File: src/rtl/lpg_pkg.sv
package lpg_pkg;
  localparam int LPG_DW       = 8;
  localparam int LPG_ENTRY_W  = 9;
  localparam int THI_BIT8     = 7;
  localparam int THI_RDREQ    = 6;
  localparam int TST_CH_W     = 3;
  localparam int TST_SEL_W    = 3;
  localparam int TST_LINE1    = 1;

  typedef enum logic [2:0] {
    RG_NONE,
    RG_CTL,
    RG_SEL,
    RG_RUN,
    RG_TLO,
    RG_THI,
    RG_TEST
  } lpg_region_e;
endpackage

File: src/rtl/lpg_bank_store.sv
module lpg_bank_store #(
  parameter int NUM_CH    = 8,
  parameter int CTL_BYTES = 7,
  parameter int BANK_W    = $clog2(NUM_CH),
  parameter int OFF_W     = $clog2(CTL_BYTES)
) (
  input  logic                            clk,
  input  logic                            rst_n,
  input  logic                            wr_i,
  input  logic [BANK_W-1:0]               bank_i,
  input  logic [OFF_W-1:0]                off_i,
  input  logic [7:0]                      wdata_i,
  output logic [7:0]                      stg_rd_o,
  output logic [NUM_CH-1:0][CTL_BYTES-1:0][7:0] live_o,
  output logic [NUM_CH-1:0]               launch_o
);
  logic [NUM_CH-1:0][CTL_BYTES-1:0][7:0] stage_q;

  for (genvar c = 0; c < NUM_CH; c++) begin : g_ch
    logic hit_ch;
    assign hit_ch = wr_i && (bank_i == BANK_W'(c));

    for (genvar b = 0; b < CTL_BYTES; b++) begin : g_byte
      always_ff @(posedge clk or negedge rst_n) begin
        if (!rst_n)                           stage_q[c][b] <= '0;
        else if (hit_ch && off_i == OFF_W'(b)) stage_q[c][b] <= wdata_i;
      end
    end

    always_ff @(posedge clk or negedge rst_n) begin
      if (!rst_n) begin
        live_o[c]   <= '0;
        launch_o[c] <= 1'b0;
      end else begin
        launch_o[c] <= hit_ch && (off_i == '0);
        if (hit_ch && off_i == '0)
          live_o[c] <= {stage_q[c][CTL_BYTES-1:1], wdata_i};
      end
    end

    AST_LIVE_ONLY_ON_LAUNCH: assert property (@(posedge clk) disable iff (!rst_n)
      !launch_o[c] |-> $stable(live_o[c]));
  end

  always_comb begin
    stg_rd_o = '0;
    for (int c = 0; c < NUM_CH; c++)
      for (int b = 0; b < CTL_BYTES; b++)
        if (bank_i == BANK_W'(c) && off_i == OFF_W'(b))
          stg_rd_o = stage_q[c][b];
  end
endmodule

File: src/rtl/lpg_duty_table.sv
module lpg_duty_table
  import lpg_pkg::*;
#(
  parameter int DEPTH = 64,
  parameter int IDX_W = $clog2(DEPTH)
) (
  input  logic                   clk,
  input  logic                   rst_n,
  input  logic                   lo_we_i,
  input  logic                   hi_we_i,
  input  logic [7:0]             wdata_i,
  input  logic [IDX_W-1:0]       look_idx_i,
  output logic [LPG_ENTRY_W-1:0] look_data_o,
  output logic [LPG_ENTRY_W-1:0] cap_o
);
  logic [DEPTH-1:0][LPG_ENTRY_W-1:0] mem_q;
  logic [7:0]                        pend_lo_q;
  logic [IDX_W-1:0]                  hi_idx;
  logic                              rd_req;

  assign hi_idx = wdata_i[IDX_W-1:0];
  assign rd_req = wdata_i[THI_RDREQ];

  always_ff @(posedge clk or negedge rst_n) begin
    if (!rst_n)       pend_lo_q <= '0;
    else if (lo_we_i) pend_lo_q <= wdata_i;
  end

  for (genvar e = 0; e < DEPTH; e++) begin : g_ent
    always_ff @(posedge clk or negedge rst_n) begin
      if (!rst_n)
        mem_q[e] <= '0;
      else if (hi_we_i && !rd_req && hi_idx == IDX_W'(e))
        mem_q[e] <= {wdata_i[THI_BIT8], pend_lo_q};
    end
  end

  always_ff @(posedge clk or negedge rst_n) begin
    if (!rst_n)                 cap_o <= '0;
    else if (hi_we_i && rd_req) cap_o <= mem_q[hi_idx];
  end

  assign look_data_o = mem_q[look_idx_i];

  AST_LO_ALONE_NO_COMMIT: assert property (@(posedge clk) disable iff (!rst_n)
    lo_we_i |=> $stable(mem_q));
  AST_RDREQ_NO_COMMIT: assert property (@(posedge clk) disable iff (!rst_n)
    (hi_we_i && rd_req) |=> $stable(mem_q));
  AST_COMMIT_VALUE: assert property (@(posedge clk) disable iff (!rst_n)
    (hi_we_i && !rd_req) |=> mem_q[$past(hi_idx)] == {$past(wdata_i[THI_BIT8]), $past(pend_lo_q)});
endmodule

File: src/rtl/lpg_test_route.sv
module lpg_test_route
  import lpg_pkg::*;
#(
  parameter int NUM_CH = 8,
  parameter int TST_W  = TST_CH_W + TST_SEL_W
) (
  input  logic              clk,
  input  logic              rst_n,
  input  logic              we_i,
  input  logic [TST_W-1:0]  wdata_i,
  input  logic [NUM_CH-1:0] ch_out_i,
  output logic [TST_W-1:0]  reg_o,
  output logic              dbg_o
);
  logic [TST_CH_W-1:0]  chan;
  logic [TST_SEL_W-1:0] sel;

  always_ff @(posedge clk or negedge rst_n) begin
    if (!rst_n)    reg_o <= '0;
    else if (we_i) reg_o <= wdata_i;
  end

  assign chan = reg_o[TST_CH_W-1:0];
  assign sel  = reg_o[TST_W-1:TST_CH_W];

  always_comb begin
    dbg_o = 1'b0;
    if (sel == TST_SEL_W'(TST_LINE1))
      for (int c = 0; c < NUM_CH; c++)
        if (chan == TST_CH_W'(c)) dbg_o = ch_out_i[c];
  end
endmodule

File: src/rtl/lpg_reg_frontend.sv
module lpg_reg_frontend
  import lpg_pkg::*;
#(
  parameter int NUM_CH    = 8,
  parameter int CTL_BYTES = 7,
  parameter int ADDR_W    = 10,
  parameter int BASE_ADDR = 'h13C,
  parameter int TBL_DEPTH = 64
) (
  input  logic                            clk,
  input  logic                            rst_n,
  input  logic                            acc_valid,
  output logic                            acc_ready,
  input  logic                            acc_write,
  input  logic [ADDR_W-1:0]               acc_addr,
  input  logic [LPG_DW-1:0]               acc_wdata,
  output logic                            rsp_valid,
  input  logic                            rsp_ready,
  output logic [LPG_DW-1:0]               rsp_data,
  output logic [NUM_CH*CTL_BYTES*8-1:0]   ch_ctl_o,
  output logic [NUM_CH-1:0]               ch_launch_o,
  output logic [NUM_CH-1:0]               ch_run_o,
  input  logic [$clog2(TBL_DEPTH)-1:0]    tbl_idx_i,
  output logic [LPG_ENTRY_W-1:0]          tbl_data_o,
  input  logic [NUM_CH-1:0]               ch_out_i,
  output logic                            dbg_o
);
  localparam int BANK_W = $clog2(NUM_CH);
  localparam int OFF_W  = $clog2(CTL_BYTES);
  localparam int IDX_W  = $clog2(TBL_DEPTH);
  localparam int TST_W  = TST_CH_W + TST_SEL_W;

  lpg_region_e       region;
  logic [ADDR_W-1:0] rel;
  logic              fire, wr, rd;
  logic [BANK_W-1:0] sel_q;
  logic [LPG_DW-1:0] stg_rd, rd_mux;
  logic [LPG_ENTRY_W-1:0] cap;
  logic [TST_W-1:0]  tst_reg;
  logic [NUM_CH-1:0][CTL_BYTES-1:0][7:0] live;

  // address decode
  assign rel = acc_addr - ADDR_W'(BASE_ADDR);
  always_comb begin
    region = RG_NONE;
    if (acc_addr >= ADDR_W'(BASE_ADDR)) begin
      if (rel < ADDR_W'(CTL_BYTES))            region = RG_CTL;
      else if (rel == ADDR_W'(CTL_BYTES))      region = RG_SEL;
      else if (rel == ADDR_W'(CTL_BYTES + 1))  region = RG_RUN;
      else if (rel == ADDR_W'(CTL_BYTES + 2))  region = RG_TLO;
      else if (rel == ADDR_W'(CTL_BYTES + 3))  region = RG_THI;
      else if (rel == ADDR_W'(CTL_BYTES + 4))  region = RG_TEST;
    end
  end

  // access handshake
  assign acc_ready = !rsp_valid || rsp_ready;
  assign fire      = acc_valid && acc_ready;
  assign wr        = fire && acc_write;
  assign rd        = fire && !acc_write;

  always_ff @(posedge clk or negedge rst_n) begin
    if (!rst_n) begin
      sel_q    <= '0;
      ch_run_o <= '0;
    end else if (wr) begin
      if (region == RG_SEL) sel_q    <= acc_wdata[BANK_W-1:0];
      if (region == RG_RUN) ch_run_o <= acc_wdata[NUM_CH-1:0];
    end
  end

  lpg_bank_store #(.NUM_CH(NUM_CH), .CTL_BYTES(CTL_BYTES)) u_banks (
    .clk      (clk),
    .rst_n    (rst_n),
    .wr_i     (wr && region == RG_CTL),
    .bank_i   (sel_q),
    .off_i    (rel[OFF_W-1:0]),
    .wdata_i  (acc_wdata),
    .stg_rd_o (stg_rd),
    .live_o   (live),
    .launch_o (ch_launch_o)
  );
  assign ch_ctl_o = live;

  lpg_duty_table #(.DEPTH(TBL_DEPTH)) u_table (
    .clk         (clk),
    .rst_n       (rst_n),
    .lo_we_i     (wr && region == RG_TLO),
    .hi_we_i     (wr && region == RG_THI),
    .wdata_i     (acc_wdata),
    .look_idx_i  (tbl_idx_i),
    .look_data_o (tbl_data_o),
    .cap_o       (cap)
  );

  lpg_test_route #(.NUM_CH(NUM_CH)) u_test (
    .clk      (clk),
    .rst_n    (rst_n),
    .we_i     (wr && region == RG_TEST),
    .wdata_i  (acc_wdata[TST_W-1:0]),
    .ch_out_i (ch_out_i),
    .reg_o    (tst_reg),
    .dbg_o    (dbg_o)
  );

  // read mux
  always_comb begin
    unique case (region)
      RG_CTL:  rd_mux = stg_rd;
      RG_SEL:  rd_mux = LPG_DW'(sel_q);
      RG_RUN:  rd_mux = LPG_DW'(ch_run_o);
      RG_TLO:  rd_mux = cap[7:0];
      RG_THI:  rd_mux = {cap[8], 7'b0};
      RG_TEST: rd_mux = LPG_DW'(tst_reg);
      default: rd_mux = '0;
    endcase
  end

  always_ff @(posedge clk or negedge rst_n) begin
    if (!rst_n) begin
      rsp_valid <= 1'b0;
      rsp_data  <= '0;
    end else if (rd) begin
      rsp_valid <= 1'b1;
      rsp_data  <= rd_mux;
    end else if (rsp_ready) begin
      rsp_valid <= 1'b0;
    end
  end

  AST_RSP_HELD: assert property (@(posedge clk) disable iff (!rst_n)
    (rsp_valid && !rsp_ready) |=> (rsp_valid && $stable(rsp_data)));
  AST_LAUNCH_SINGLE: assert property (@(posedge clk) disable iff (!rst_n)
    $onehot0(ch_launch_o));
  AST_UNMAPPED_QUIET: assert property (@(posedge clk) disable iff (!rst_n)
    (wr && region == RG_NONE) |=> ($stable(sel_q) && $stable(ch_run_o) && $stable(ch_ctl_o) && $stable(tst_reg)));
endmodule

File: config.mk
export PLATFORM = sky130hd
export DESIGN_NAME = lpg_reg_frontend
export DESIGN_NICKNAME = d
export VERILOG_FILES = /design/src/rtl/lpg_pkg.sv /design/src/rtl/lpg_bank_store.sv /design/src/rtl/lpg_duty_table.sv /design/src/rtl/lpg_test_route.sv /design/src/rtl/lpg_reg_frontend.sv
export SDC_FILE = /design/constraint.sdc
export NUM_CORES = 2
export LEC_CHECK = 0
export BUFFER_PORTS_ARGS = -buffer_cell sky130_fd_sc_hd__buf_4
export CORE_MARGIN = 5
export CORE_UTILIZATION = 50
export DETAILED_ROUTE_END_ITERATION = 7
export GPL_TIMING_DRIVEN = 0
export MAX_ROUTING_LAYER = met4
export PLACE_DENSITY_LB_ADDON = 0.05
export SLEW_MARGIN = 40
export SYNTH_ARGS = -nofsm -noshare
export SYNTH_HDL_FRONTEND = slang
export SYNTH_SLANG_ARGS = --single-unit
export TNS_END_PERCENT = 50
File: constraint.sdc
create_clock -name clk -period 15.3 [get_ports clk]
set_input_delay 3.825 -clock clk [delete_from_list [all_inputs] [get_ports clk]]
set_output_delay 3.825 -clock clk [all_outputs]
set_load 0.03 [all_outputs]
# After elaboration in Yosys (flattened, before gate mapping)
# Index checks and enable logic that the tools add are counted.
# W data, S select, Z words.
[op_classes]
add_sub_neg = 1
n_lt_le_gt_ge = 4
n_eq_ne = 95
n_mux = 79
reduce_logical = 204
[ops]
columns = ["op", "n"]
rows = [
  ["$mux W8", 56],
  ["$logic_and A1 B1 Y1", 193],
  ["$eq A6 B6 Y1 const B", 32],
  ["$bmux W9 S6", 2],
  ["$eq A6 B5 Y1 const B", 16],
  ["$eq A6 B4 Y1 const B", 8],
  ["$pmux W8 S6", 1],
  ["$eq A3 B3 Y1 const B", 14],
  ["$eq A10 B4 Y1 const B", 4],
  ["$eq A3 B2 Y1 const B", 8],
  ["$eq A6 B3 Y1 const B", 4],
  ["$mux W3", 7],
  ["$mux W9", 2],
  ["$eq A3 B1 Y1 const B", 5],
  ["$lt A6 B7 Y1 const B", 2],
  ["$eq A6 B2 Y1 const B", 2],
  ["$mux W1", 11],
  ["$eq A10 B3 Y1 const B", 1],
  ["$ge A10 B9 Y1 const B", 1],
  ["$lt A10 B3 Y1 const B", 1],
  ["$sub A10 B9 Y10 const B", 1],
  ["$logic_not A3 Y1", 3],
  ["$eq A6 B1 Y1 const B", 1],
  ["$logic_not A6 Y1", 1],
  ["other kinds (4)", 7],
]
[word_totals]
ff_bits = 1459
in_bits = 37
out_inout_bits = 484
elab_cells = 566

# Depth between registers and ports, before layout
[depth]
depth_word = 60
depth_mapped = 14
depth_no_buf = 10

# Modules after synthesis
# Synthesis repeated with hierarchy kept, for this count alone.
[unflattened]
cells_unflattened = 5138
hier_area_um2 = 70562.7
[modules_own_cells]
columns = ["mod", "instances", "cells_per_inst", "area_per_inst_um2", "seq_area_each_um2"]
rows = [
  ["lpg_bank_store", 1, 2786, 37140.6, 21020.2],
  ["lpg_duty_table", 1, 2193, 31823.0, 14839.2],
  ["lpg_reg_frontend", 1, 142, 1306.3, 500.5],
  ["lpg_test_route", 1, 17, 292.8, 150.1],
]

# Worst setup path after synthesis
# No wires, ideal clock.
[synth_timing]
kind = "input port to output port"
from = "in tbl_idx_i[0]"
to = "out tbl_data_o[0]"
arrival_time_ns = 6.591
required_time_ns = 11.475
setup_slack_ns = 4.884
stages = 6
n_path_buf = 3
path_cell_list = "clkbuf_1 > clkbuf_1 > buf_1 > mux4_2 > mux4_2 > mux4_2"
[synth_between]
elab_chain_cells = 2
[synth_lines]
columns = ["item", "line", "source"]
rows = [
  ["from (decl)", "lpg_reg_frontend.sv:23", "input logic [$clog2(TBL_DEPTH)-1:0] tbl_idx_i,"],
  ["$bmux W9 S6", "lpg_duty_table.sv:43", "assign look_data_o = mem_q[look_idx_i];"],
  ["$mux W9 (not written as such)", "lpg_duty_table.sv:43", ""],
  ["to (decl)", "lpg_reg_frontend.sv:24", "output logic [LPG_ENTRY_W-1:0] tbl_data_o,"],
]
# No other way between the ends. The select of a mux whose other input is x is not followed.

# Worst setup path after layout
[layout_timing]
from = "in tbl_idx_i[1]"
to = "out tbl_data_o[0]"
# Same word-level chain as after synthesis.

==> metrics.txt <==
syn_area_per_cell=15.0 µm²; postcts setup bufs=0; Switching Share=23.6%; Slew Limit Fails=0; share of flip-flops with an asynchronous set or reset=100%; Commonest cells post-synth=1459 x dfrtp_1, 1432 x mux2_2, 382 x mux4_2, 273 x clkbuf_1, 160 x nand2_1; total gr overflow=0; worst path bufs/invs=4; CTS buffer count=159; Syn Nets=4618; CP max stage cell=clkbuf_1; Psw=0.00191 W; synthesized flop and latch total=1459; crit path kind=primary input to primary output; WL final=266000 µm; initial antenna violation count=20; CP endpoint kind=primary output; number of distinct library cells after synthesis=76; post-synthesis instance total=4578; worst-path maximum fanout=10; share of layout cells above drive strength 1=53.4%; status=completed; crit path launch type=primary input; fin crit share=74.6%; worst path arrival time=7.59 ns; highest clock rate=87.6 MHz; CTS tree=done; Final Hold Slack=0.490 ns; pwr/cell area=99.8 nW/µm²; Area Growth Syn to Fin=17.9%; Slew Limit Headroom=34.4%; Clock power frac=47.8%; final hold violation count=0; CTS resizes=0; most common cell in the synthesized netlist=dfrtp_1; Crit path max-delay family=buffers and inverters; Final #Nets=5328; cts hold-fix bufs=0; Longest Clk Path Bufs=3; Syn. warnings=0; clk_lat worst skew=0.80 ns; Ports=521; drt wl/cell=36.8 µm; cell breakdown of the critical path=clkbuf_1, clkbuf_1, clkbuf_1, mux4_2, mux4_2, mux4_2, buf_4; Post-synth EDFFs=0; mapped cell area=68700 µm²; residual DRC count=0; setup ws final=3.88 ns; max_cap viols=0; final RePlAce weighted congestion=1.05; RSZ-0062 raised after global routing=no; CTS root buf=clkbuf_16; post-layout util=59.2%; CTS clock-pin slew for the worst setup and hold paths=0.05 ns; Initial Util=50.2%; Peak VDD IR=0.118 mV; Die Width=381 µm; Worst path max stage delay=0.72 ns; Initial DRC Count=5328; TritonCTS Sinks=1459; GRT Total Usage=37.3%; top cell type by total area after synthesis=dfrtp_1; Max H-tree Level=4; pre-CTS setup slack=3.98 ns; endpoints failing setup=0; synth top area cells=dfrtp_1 53%, mux2_2 23%, mux4_2 13%, clkbuf_1 1.5%, nand2_1 0.87%; Seq pwr share=47.8%; DRT Pass-1 Iters=6; core box area=137000 µm²; Post-DP HPWL=200000 µm; Die H=381 µm; post-synth top area share=53.1%; I/O Buffers=509; Final min period=11.42 ns; Main synth FF type=dfrtp_1; Leakage=39.7 nW; clk_skew=0.0210 ns; Hold Crit Class=flop to flop; register area share after synthesis=53.1%; internal power=0.00618 W; total power=0.00809 W; # rows=136; largest net degree at the start of global routing=114; global-route wire length before repair=374000 µm; worst-margin pin slew=0.985 ns; setup tns final=0 ns; via/cell ratio=6.65; combinational share of power=4.4%; Vias=48000; Post-DRT Antenna Nets=0; CP required=11.48 ns; die area=145000 µm²; number of global-route vias before repair=48000
cell type report:
| type | instances | area (µm²) |
|---|---|---|
| well taps | 1794 | 2240 |
| repair buffers | 549 | 4440 |
| inverters | 13 | 48.8 |
| clock buffers | 238 | 4650 |
| fillers | 11000 | 55900 |
| plain buffers | 392 | 1890 |
| multi-input cells | 2714 | 30700 |
| clock inverters | 48 | 547 |
| flip-flops and latches | 1459 | 36500 |
| diodes | 12 | 30.0 |
path summary, 6_finish.rpt:
path / start / to / slack [ns] / depth (start not counted)
min in group asynchronous: rst_n / u_banks.live_o[153] / 2.90 / 1
min reg2reg: u_banks.live_o[319] / u_banks.live_o[319] / 0.49 / 2
max reg2reg: sel_q[0] / rsp_data[1] / 10.55 / 10
min: u_banks.live_o[319] / u_banks.live_o[319] / 0.49 / 2
max: tbl_idx_i[1] / tbl_data_o[0] / 3.88 / 7
max in group asynchronous: rst_n / u_table.mem_q[173] / 9.76 / 6
power by group through the flow:
stage                     logic (W)  registers [W]  clock network [W]
after detailed placement   0.000353        0.00393                  0
after global placement     0.000333        0.00394                  0
final                      0.000356        0.00386            0.00387
after floorplan            0.000135        0.00394                  0
after CTS                  0.000354        0.00386            0.00390
after global routing       0.000374        0.00386            0.00406
state kept, by name, summed over array words and instances, names as in the netlist:
name,cells
u_banks.launch_o,8
u_banks.live_o,392
ch_run_o,8
u_table.cap_o,9
u_test.reg_o,6
rsp_data,8
u_banks.stage_q,440
u_table.pend_lo_q,8
sel_q,3
rsp_valid,1
u_table.mem_q,576
worst min-delay path: stages (launching register included):
cell and delay, ns:
dfrtp_1 0.35, nand2_1 0.05, o21ai_0 0.06
cell families (layout without fill, tap and decap cells):
logic type | Yosys count | count (layout) | synth area share [%]
multiplexers | 1835 | 1835 | 36.3
flip-flops | 1459 | 1459 | 53.1
AND/OR/NAND/NOR | 518 | 518 | 4.16
buffers and inverters | 405 | 1240 | 2.60
AO/OA/AOI/OAI | 358 | 358 | 3.73
adder cells (fa/ha/maj) | 3 | 3 | 0.0546
other | 0 | 12 | 0
layer usage:
layer / vias up / share of wire, % / wire length (µm) / GRT usage (%)
met2: 2643 / 46 / 124000 / 56.8
met4: 0 / 7.3 / 19500 / 21.8
met1: 25800 / 38 / 100000 / 46.4
li1: 18800 / - / - / -
met3: 728 / 8.4 / 22300 / 8.13
met5: - / 0 / 0 / -
cell usage in the layout, fill, tap and decap left out, types with 33 or more instances in the layout:
cell	Yosys	layout
dfrtp_1	1459	1459
mux2_2	1432	1432
buf_4	64	585
mux4_2	382	382
clkbuf_1	273	225
clkbuf_16	0	162
nand2_1	160	160
nor2_1	138	120
clkbuf_2	0	94
a21oi_1	60	60
a22oi_1	57	57
o21ai_0	54	53
buf_2	6	39
a221oi_1	35	33
stage by stage:
step / std cells / instance area [µm²]
after global routing: 7219 / 81000
after floorplan: 4578 / 68700
after CTS: 7205 / 80900
after detailed placement: 6919 / 75700
final: 7219 / 81000
after global placement: 6881 / 74800
Note: power is estimated with default switching activity, not from simulation.
